`config.mk`:
```
export PLATFORM = sky130hd
export DESIGN_NAME = serial_status_readback
export DESIGN_NICKNAME = d
export VERILOG_FILES = /design/src/rtl/rdbk_pkg.sv /design/src/rtl/rdbk_ctrl.sv /design/src/rtl/rdbk_datapath.sv /design/src/rtl/serial_status_readback.sv
export SDC_FILE = /design/constraint.sdc
export NUM_CORES = 1
export LEC_CHECK = 0
export CORE_MARGIN = 1
export CORE_UTILIZATION = 55
export CTS_BUF_LIST = sky130_fd_sc_hd__clkbuf_16
export DETAILED_ROUTE_END_ITERATION = 8
export DONT_BUFFER_PORTS = 1
export HOLD_SLACK_MARGIN = 0.02
export PLACE_DENSITY = 0.7
export SLEW_MARGIN = 10
export SYNTH_ARGS = -nofsm -noshare
export SYNTH_HDL_FRONTEND = slang
export SYNTH_SLANG_ARGS = --single-unit
```
`constraint.sdc`:
```
create_clock -name clk -period 5.9 [get_ports clk]
set_input_delay 1.475 -clock clk [delete_from_list [all_inputs] [get_ports clk]]
set_output_delay 1.475 -clock clk [all_outputs]
set_load 0.05 [all_outputs]
```
`src/rtl/rdbk_pkg.sv`:
```
package rdbk_pkg;

  localparam int IDX_W = 8;

  typedef enum logic [2:0] {
    SEL_STAT0,
    SEL_STAT1,
    SEL_VEC,
    SEL_PEND,
    SEL_WR4,
    SEL_WR5,
    SEL_CNT_LO,
    SEL_CNT_HI
  } outSel_t;

  typedef struct packed {
    logic             loadOut;
    outSel_t          sel;
    logic             useChanB;
    logic             wrEn;
    logic [IDX_W-1:0] wrIdx;
    logic [IDX_W-1:0] rdIdx;
    logic             headValid;
    logic             ovfl;
  } strobe_t;

endpackage

```
`src/rtl/rdbk_ctrl.sv`:
```
module rdbk_ctrl #(
  parameter int DEPTH = 10
) (
  input  logic              clk,
  input  logic              rst,
  input  logic              rdStrobe,
  input  logic              chanSel,
  input  logic [2:0]        rdAddr,
  input  logic              extReadEn,
  input  logic              fifoEn,
  input  logic              pushValid,
  output rdbk_pkg::strobe_t strb
);
  import rdbk_pkg::*;

  localparam int PTR_W = (DEPTH > 1) ? $clog2(DEPTH) : 1;
  localparam int OCC_W = $clog2(DEPTH + 1);
  localparam logic [PTR_W-1:0] LAST_PTR = PTR_W'(DEPTH - 1);
  localparam logic [OCC_W-1:0] FULL_OCC = OCC_W'(DEPTH);

  logic [PTR_W-1:0] wrPtr, rdPtr;
  logic [OCC_W-1:0] occ;
  logic             ovfl;
  logic             isEmpty, isFull, doPop, doPush, dropPush;
  outSel_t          sel;

  assign isEmpty  = (occ == '0);
  assign isFull   = (occ == FULL_OCC);
  assign doPop    = rdStrobe && (rdAddr == 3'd1) && fifoEn && !isEmpty;
  assign doPush   = pushValid && fifoEn && (!isFull || doPop);
  assign dropPush = pushValid && fifoEn && isFull && !doPop;

  function automatic logic [PTR_W-1:0] nextPtr(input logic [PTR_W-1:0] p);
    return (p == LAST_PTR) ? '0 : p + 1'b1;
  endfunction

  always_ff @(posedge clk) begin
    if (rst || !fifoEn) begin
      wrPtr <= '0;
      rdPtr <= '0;
      occ   <= '0;
      ovfl  <= 1'b0;
    end else begin
      if (doPush) wrPtr <= nextPtr(wrPtr);
      if (doPop)  rdPtr <= nextPtr(rdPtr);
      case ({doPush, doPop})
        2'b10:   occ <= occ + 1'b1;
        2'b01:   occ <= occ - 1'b1;
        default: occ <= occ;
      endcase
      if (dropPush) ovfl <= 1'b1;
    end
  end

  always_comb begin
    case (rdAddr)
      3'd0:    sel = SEL_STAT0;
      3'd1:    sel = SEL_STAT1;
      3'd2:    sel = SEL_VEC;
      3'd3:    sel = SEL_PEND;
      3'd4:    sel = extReadEn ? SEL_WR4 : SEL_STAT0;
      3'd5:    sel = extReadEn ? SEL_WR5 : SEL_STAT1;
      3'd6:    sel = fifoEn ? SEL_CNT_LO : SEL_VEC;
      default: sel = fifoEn ? SEL_CNT_HI : SEL_PEND;
    endcase
  end

  always_comb begin
    strb.loadOut   = rdStrobe;
    strb.sel       = sel;
    strb.useChanB  = chanSel;
    strb.wrEn      = doPush;
    strb.wrIdx     = IDX_W'(wrPtr);
    strb.rdIdx     = IDX_W'(rdPtr);
    strb.headValid = !isEmpty;
    strb.ovfl      = ovfl;
  end

  // occupancy never passes the configured depth
  assert_occ_bound_R9: assert property (@(posedge clk) disable iff (rst)
    occ <= FULL_OCC);

  // overflow stays set while the queue remains enabled
  assert_ovfl_sticky_R9: assert property (@(posedge clk) disable iff (rst)
    (fifoEn && ovfl) |=> ovfl);

  // disabling flushes entries and overflow
  assert_disable_flush_R10: assert property (@(posedge clk) disable iff (rst)
    !fifoEn |=> (occ == '0) && !ovfl);

  // reads of the count locations never retire an entry
  assert_peek_no_pop_R8: assert property (@(posedge clk) disable iff (rst)
    (rdStrobe && rdAddr[2:1] == 2'b11 && !pushValid && fifoEn) |=> occ == $past(occ));

endmodule

```
`src/rtl/rdbk_datapath.sv`:
```
module rdbk_datapath #(
  parameter int DEPTH = 10,
  parameter int CNT_W = 14
) (
  input  logic              clk,
  input  logic              rst,
  input  rdbk_pkg::strobe_t strb,
  input  logic [7:0]        stat0A,
  input  logic [7:0]        stat0B,
  input  logic [7:0]        stat1A,
  input  logic [7:0]        stat1B,
  input  logic [7:0]        vecA,
  input  logic [7:0]        vecB,
  input  logic [7:0]        wr4A,
  input  logic [7:0]        wr4B,
  input  logic [7:0]        wr5A,
  input  logic [7:0]        wr5B,
  input  logic [5:0]        irqPend,
  input  logic [CNT_W-1:0]  pushCount,
  output logic [7:0]        rdData
);
  import rdbk_pkg::*;

  localparam int PTR_W = (DEPTH > 1) ? $clog2(DEPTH) : 1;

  logic [CNT_W-1:0] countMem [DEPTH];
  logic [CNT_W-1:0] headCnt;
  logic [5:0]       hiBits;
  logic [7:0]       pendByte;
  logic [7:0]       nextData;

  always_ff @(posedge clk) begin
    if (strb.wrEn) countMem[strb.wrIdx[PTR_W-1:0]] <= pushCount;
  end

  assign headCnt  = strb.headValid ? countMem[strb.rdIdx[PTR_W-1:0]] : '0;
  assign hiBits   = 6'(headCnt >> 8);
  assign pendByte = strb.useChanB ? 8'h00 : {2'b00, irqPend};

  always_comb begin
    case (strb.sel)
      SEL_STAT0:  nextData = strb.useChanB ? stat0B : stat0A;
      SEL_STAT1:  nextData = strb.useChanB ? stat1B : stat1A;
      SEL_VEC:    nextData = strb.useChanB ? vecB : vecA;
      SEL_PEND:   nextData = pendByte;
      SEL_WR4:    nextData = strb.useChanB ? wr4B : wr4A;
      SEL_WR5:    nextData = strb.useChanB ? wr5B : wr5A;
      SEL_CNT_LO: nextData = headCnt[7:0];
      default:    nextData = {strb.ovfl, strb.headValid, hiBits};
    endcase
  end

  always_ff @(posedge clk) begin
    if (rst)               rdData <= 8'h00;
    else if (strb.loadOut) rdData <= nextData;
  end

  // output holds without a strobe
  assert_hold_R2: assert property (@(posedge clk) disable iff (rst)
    !strb.loadOut |=> $stable(rdData));

  // pending summary reads zero through channel B
  assert_pend_chanb_R3: assert property (@(posedge clk) disable iff (rst)
    (strb.loadOut && strb.sel == SEL_PEND && strb.useChanB) |=> rdData == 8'h00);

  // top two bits of the pending summary are always zero
  assert_pend_top_R3: assert property (@(posedge clk) disable iff (rst)
    (strb.loadOut && strb.sel == SEL_PEND) |=> rdData[7:6] == 2'b00);

  // empty queue gives zero count and no data-available
  assert_empty_hi_R11: assert property (@(posedge clk) disable iff (rst)
    (strb.loadOut && strb.sel == SEL_CNT_HI && !strb.headValid) |=> rdData[6:0] == 7'h00);

endmodule

```
`src/rtl/serial_status_readback.sv`:
```
module serial_status_readback #(
  parameter int DEPTH = 10,
  parameter int CNT_W = 14
) (
  input  logic             clk,
  input  logic             rst,
  input  logic             rdStrobe,
  input  logic             chanSel,
  input  logic [2:0]       rdAddr,
  input  logic             extReadEn,
  input  logic             fifoEn,
  input  logic [7:0]       stat0A,
  input  logic [7:0]       stat0B,
  input  logic [7:0]       stat1A,
  input  logic [7:0]       stat1B,
  input  logic [7:0]       vecA,
  input  logic [7:0]       vecB,
  input  logic [7:0]       wr4A,
  input  logic [7:0]       wr4B,
  input  logic [7:0]       wr5A,
  input  logic [7:0]       wr5B,
  input  logic [5:0]       irqPend,
  input  logic             pushValid,
  input  logic [CNT_W-1:0] pushCount,
  output logic [7:0]       rdData
);
  rdbk_pkg::strobe_t strb;

  rdbk_ctrl #(.DEPTH(DEPTH)) i_ctrl (
    .clk       (clk),
    .rst       (rst),
    .rdStrobe  (rdStrobe),
    .chanSel   (chanSel),
    .rdAddr    (rdAddr),
    .extReadEn (extReadEn),
    .fifoEn    (fifoEn),
    .pushValid (pushValid),
    .strb      (strb)
  );

  rdbk_datapath #(.DEPTH(DEPTH), .CNT_W(CNT_W)) i_dp (
    .clk       (clk),
    .rst       (rst),
    .strb      (strb),
    .stat0A    (stat0A),
    .stat0B    (stat0B),
    .stat1A    (stat1A),
    .stat1B    (stat1B),
    .vecA      (vecA),
    .vecB      (vecB),
    .wr4A      (wr4A),
    .wr4B      (wr4B),
    .wr5A      (wr5A),
    .wr5B      (wr5B),
    .irqPend   (irqPend),
    .pushCount (pushCount),
    .rdData    (rdData)
  );

endmodule

```
# After elaboration in Yosys (flattened, before gate mapping)
# Memories as Yosys holds them, arrays and structs flattened. A register that Yosys moved wholly into a read port is not among the register bits.
# Cells that the tools add are included.
[classes]
n_addsub = 4
eq_ne = 17
n_reduce_logical = 17
n_mux = 20
[op_table]
columns = ["op", "n"]
rows = [
  ["case mux 8 bit (7 select lines)", 1],
  ["2-to-1 mux 8 bit", 5],
  ["case mux 3 bit (7 select lines)", 1],
  ["equality test 3 bit, second input constant", 6],
  ["2-to-1 mux 4 bit", 4],
  ["2-to-1 mux 14 bit", 1],
  ["adder 4 x 1 -> 4 bit, second input constant", 3],
  ["equality test 3 x 2 -> 1 bit, second input constant", 4],
  ["equality test 4 bit, second input constant", 3],
  ["2-to-1 mux 3 bit", 4],
  ["case mux 4 bit (2 select lines)", 1],
  ["logical AND 1 bit", 7],
  ["equality test 3 x 1 -> 1 bit, second input constant", 2],
  ["zero test 3 bit", 2],
  ["2-to-1 mux 6 bit", 1],
  ["zero test 1 bit", 4],
  ["zero test 4 bit", 1],
  ["subtractor 4 x 1 -> 4 bit, second input constant", 1],
  ["equality test 2 x 1 -> 1 bit, second input constant", 1],
  ["equality test 2 bit, second input constant", 1],
  ["logical OR 1 bit", 2],
  ["2-to-1 mux 1 bit", 2],
  ["nonzero test 2 bit", 1],
]
[word_totals]
elab_cells = 64
memories = 1
in_bits = 110
output_inout_bits = 8
register_bits = 21
ramBits = 140
[mem_list]
columns = ["memory", "depth", "width", "read_ports", "rd_ports_with_merged_regs", "write_ports", "line", "source"]
rows = [
  ["i_dp.countMem", 10, 14, 1, 1, 1, "rdbk_datapath.sv:26", "logic [CNT_W-1:0] countMem [DEPTH];"],
]

# Longest topological paths before layout
[logic_depth]
ltp_word = 8
mapped_depth = 11

# Cells and area by module
# A second synthesis with hierarchy kept.
[hier_totals]
hier_cells = 510
area_unflattened_um2 = 7544.7
[by_module_without_submodules]
columns = ["mod", "area_each_um2", "n_inst", "cells_per_inst"]
rows = [
  ["rdbk_datapath", 6606.3, 1, 402],
  ["rdbk_ctrl", 938.4, 1, 108],
]

# Worst setup path after synthesis
# No wires, ideal clock.
[synth_path]
kind = "in2reg"
startpoint = "input port rdAddr[0]"
endpoint = "memory i_dp.countMem[8][0], enable pin"
setup_time_ns = 0.421
cell_stages = 5
path_buffers = 2
arrival_ns = 3.564
slack_ns = 1.914
path_cell_list = "buf_4 > and4bb_2 > o211ai_1 > buf_2 > nor4_1"
[synth_via]
elab_chain_cells = 8
[synth_rtl]
columns = ["element", "line", "source"]
rows = [
  ["start, declared", "serial_status_readback.sv:9", "input logic [2:0] rdAddr,"],
  ["equality test 3 x 1 -> 1 bit", "rdbk_ctrl.sv:29", "assign doPop = rdStrobe && (rdAddr == 3'd1) && fifoEn && !isEmpty;"],
  ["logical AND 1 bit (3 in series)", "rdbk_ctrl.sv:29", ""],
  ["logical OR 1 bit", "rdbk_ctrl.sv:30", "assign doPush = pushValid && fifoEn && (!isFull || doPop);"],
  ["logical AND 1 bit", "rdbk_ctrl.sv:30", ""],
  ["2-to-1 mux 1 bit", "rdbk_datapath.sv:33", "if (strb.wrEn) countMem[strb.wrIdx[PTR_W-1:0]] <= pushCount;"],
  ["2-to-1 mux 1 bit (implied by the code)", "rdbk_datapath.sv:33", ""],
  ["end, declared", "rdbk_datapath.sv:26", ""],
]
# No other way between the ends.

# Worst setup path after layout
[layout_path]
startpoint = "input port rdAddr[1]"
endpoint = "memory i_dp.countMem[1][0], enable pin"
# Same word-level chain as after synthesis.

==> qor.yml <==
status:
  outcome: "completed"
timing:
  period_minus_slack_ns: 3.64
  relSlewSlack: 0.224
  post-route-period-util: 0.617
  drv_slew: 0
  worstMarginPinSlew_ns: 1.16
  setup-violations-final: 0
  rsz0062_at_grt: "no"
  fin_skew_ns: 0.00737
  fin_setup_tns_ns: 0
  hold_violations: 0
  fmax_ghz: 0.275
global_route:
  grt_pass1_vias: 4041
  grt_start_max_net_pins: 41
  grt_pass1_wl_um: 22500
  antenna_found_initial: 1
  grt_use_met2: 0.391
  grt_util_met3: 0.0613
  grt_most_used_layer: "met2"
  grt_usage: 0.236
  overflow: 0
  grtUsageMet1: 0.300
logic_synthesis:
  yosys_warnings: 0
  syn_inst: 471
  yosysUniqueCellTypes: 50
  synth_ff_type: "edfxtp_1"
  ys_async_sr_fraction: 0
  synth-edff-count: 140
  synth_seq_cells: 165
  syn_nets: 585
  yosysSeqAreaShare: 0.645
  synth_area_sq_um: 7290
  syn_avg_cell_area_sq_um: 15.5
clock_tree:
  cts_tree: "built"
  postCtsSetupRepairBufs: 0
  postCtsResizedCells: 0
  clockBufferDepth: 2
  cts-root-buf: "clkbuf_16"
  clkTransAtPathRegs_ns: 0.06
  ctsHoldBuffers: 0
  htreeDepth: 4
  cts.sink_count: 165
  worstSkewPairLatency_ns: 0.42
  cts_inserted_buffers: 17
pwr:
  ir_drop_mv: 0.244
  p_switching_mw: 0.488
  powerDensity_nw_per_um2: 311
  pwr-share-seq: 0.518
  p_int_mw: 2.02
  p_clk_frac: 0.452
  p_leak_nw: 2.54
  p_sw_frac: 0.195
  total_power_mw: 2.50
  combPwrFrac: 0.030
place:
  gp_congestion: 0.845
  dp_hpwl_um: 10600
  dp.cells: 620
  port_buffers: 0
critical_path:
  rrSetupSlack_ns: 2.99
  cp_max_fo: 14
  cp.arrival_ns: 3.67
  startpoint_type: "primary input"
  r2r_end: "i_ctrl.occ[3]"
  criticalPathCategory: "in -> reg"
  end_kind: "flop"
  r2r-start: "i_ctrl.occ[0]"
  cp.required_ns: 5.93
  reg2regPathDepth: 9
final_layout:
  final_nets: 581
  fillers: 897
  finalNonFillerCells: 653
  syn_to_final_growth_pct: 10.2
  final_util: 0.629
  drive_gt1_frac: 0.177
  final_cell_mix: "edfxtp_1 (140), mux2i_1 (52), nor2_1 (29), mux4_2 (29)"
  final_common_cell: "edfxtp_1"
die:
  dieHeight_um: 117
  die_area_sq_um: 13700
  die_x_um: 117
  core-area_sq_um: 12800
  io_pins: 118
  rows: 41
  start_util: 0.571
detailed_routing:
  via_per_inst: 6.24
  vias: 4072
  antenna_left: 0
  totalWireLength_um: 15100
  drt_iter0_drc: 334
  drc: 0
  wl_per_cell_um: 23.1
  dr.pass1.iters: 5
hold_path:
  whs_path_depth: 2
  holdPathEnd: "i_ctrl.ovfl"
  hp-class: "reg -> reg"
  worstHoldStart: "i_ctrl.ovfl"
run:
  cap_viol_max_count: 0
==> critical path, cell delays in order <==
cell and delay, ns:
and4bb_2 0.32, o211ai_1 0.39, or3_1 0.55, nor2_1 0.92
==> kinds of logic after synthesis <==
| kind of cell | Yosys count | synth area share |
|---|---|---|
| AO/OA/AOI/OAI | 82 | 0.0724 |
| XOR/XNOR | 6 | 0.00721 |
| adder cells (fa/ha/maj) | 4 | 0.00789 |
| buffers and inverters | 36 | 0.0256 |
| flip-flops | 165 | 0.645 |
| multiplexers | 93 | 0.180 |
| AND/OR/NAND/NOR | 85 | 0.0621 |
==> metrics by stage <==
stage	instance area [sq um]	hold WS (ns)	worst slack, ns
floorplan	7290	0.432	1.91
global placement	7410	0.485	1.86
detailed placement	7410	0.496	1.79
CTS	8030	0.515	2.26
global route	8040	0.540	2.06
finish	8040	0.510	2.26
==> worst max path at each step <==
stage | start | end | cells past startpoint
3_5_place_dp | rdAddr[1] | i_dp.countMem[2][6] | 4
6_report | rdAddr[1] | i_dp.countMem[1][0] | 4
5_1_grt | rdAddr[1] | i_ctrl.occ[3] | 9
4_1_cts | rdAddr[1] | i_dp.countMem[2][8] | 4
2_1_floorplan | rdAddr[0] | i_dp.countMem[8][0] | 5
3_3_place_gp | rdAddr[1] | i_dp.countMem[2][7] | 4
==> cell type report <==
cell class,count,area (sq um),share of cell area
repair buffers,6,45.0,0.00560
flip-flops and latches,165,4710,0.585
clock buffers,17,425,0.0529
multi-input cells,270,2430,0.302
inverters,7,26.3,0.00327
well taps,172,215,0.0268
diodes,1,2.50,0.000311
clock inverters,15,188,0.0233
==> power by group through the flow <==
stage / registers, mW / clock network, mW / logic, mW
global route: 1.30 / 1.20 / 0.0807
floorplan: 1.32 / 0 / 0.0689
global placement: 1.32 / 0 / 0.0723
detailed placement: 1.32 / 0 / 0.0744
finish: 1.30 / 1.13 / 0.0745
CTS: 1.30 / 1.15 / 0.0744
==> synthesized netlist by cell type (4+ instances only) <==
cell	instances	area share
nor3_1	8	0.0055
nor2_1	30	0.015
dfxtp_1	25	0.069
o21ai_0	17	0.012
a21oi_1	24	0.016
inv_1	7	0.0036
or3_1	4	0.0034
mux2_2	12	0.019
edfxtp_1	140	0.58
clkbuf_1	11	0.0057
o211ai_1	7	0.0072
nand2_1	12	0.0062
o32ai_1	9	0.011
xnor2_1	4	0.0048
mux2i_1	52	0.071
nor2b_1	4	0.0034
buf_2	8	0.0055
buf_4	9	0.0093
mux4_2	29	0.090
nand2b_1	4	0.0034
and3_1	4	0.0034
a211oi_1	6	0.0062
==> metal layers <==
metal,routed length [um],up-vias
li1,-,1862
met1,6130,1993
met2,7420,194
met3,1150,23
met4,372,0
met5,0,-
==> flip-flops by register name, summed over array words and instances (netlist names), named ones only <==
signal,cells
i_ctrl.occ,4
i_ctrl.ovfl,1
i_ctrl.rdPtr,4
i_ctrl.wrPtr,4
i_dp.countMem,140
i_dp.rdData,8
No activity file was read; power rests on OpenSTA's default activity.
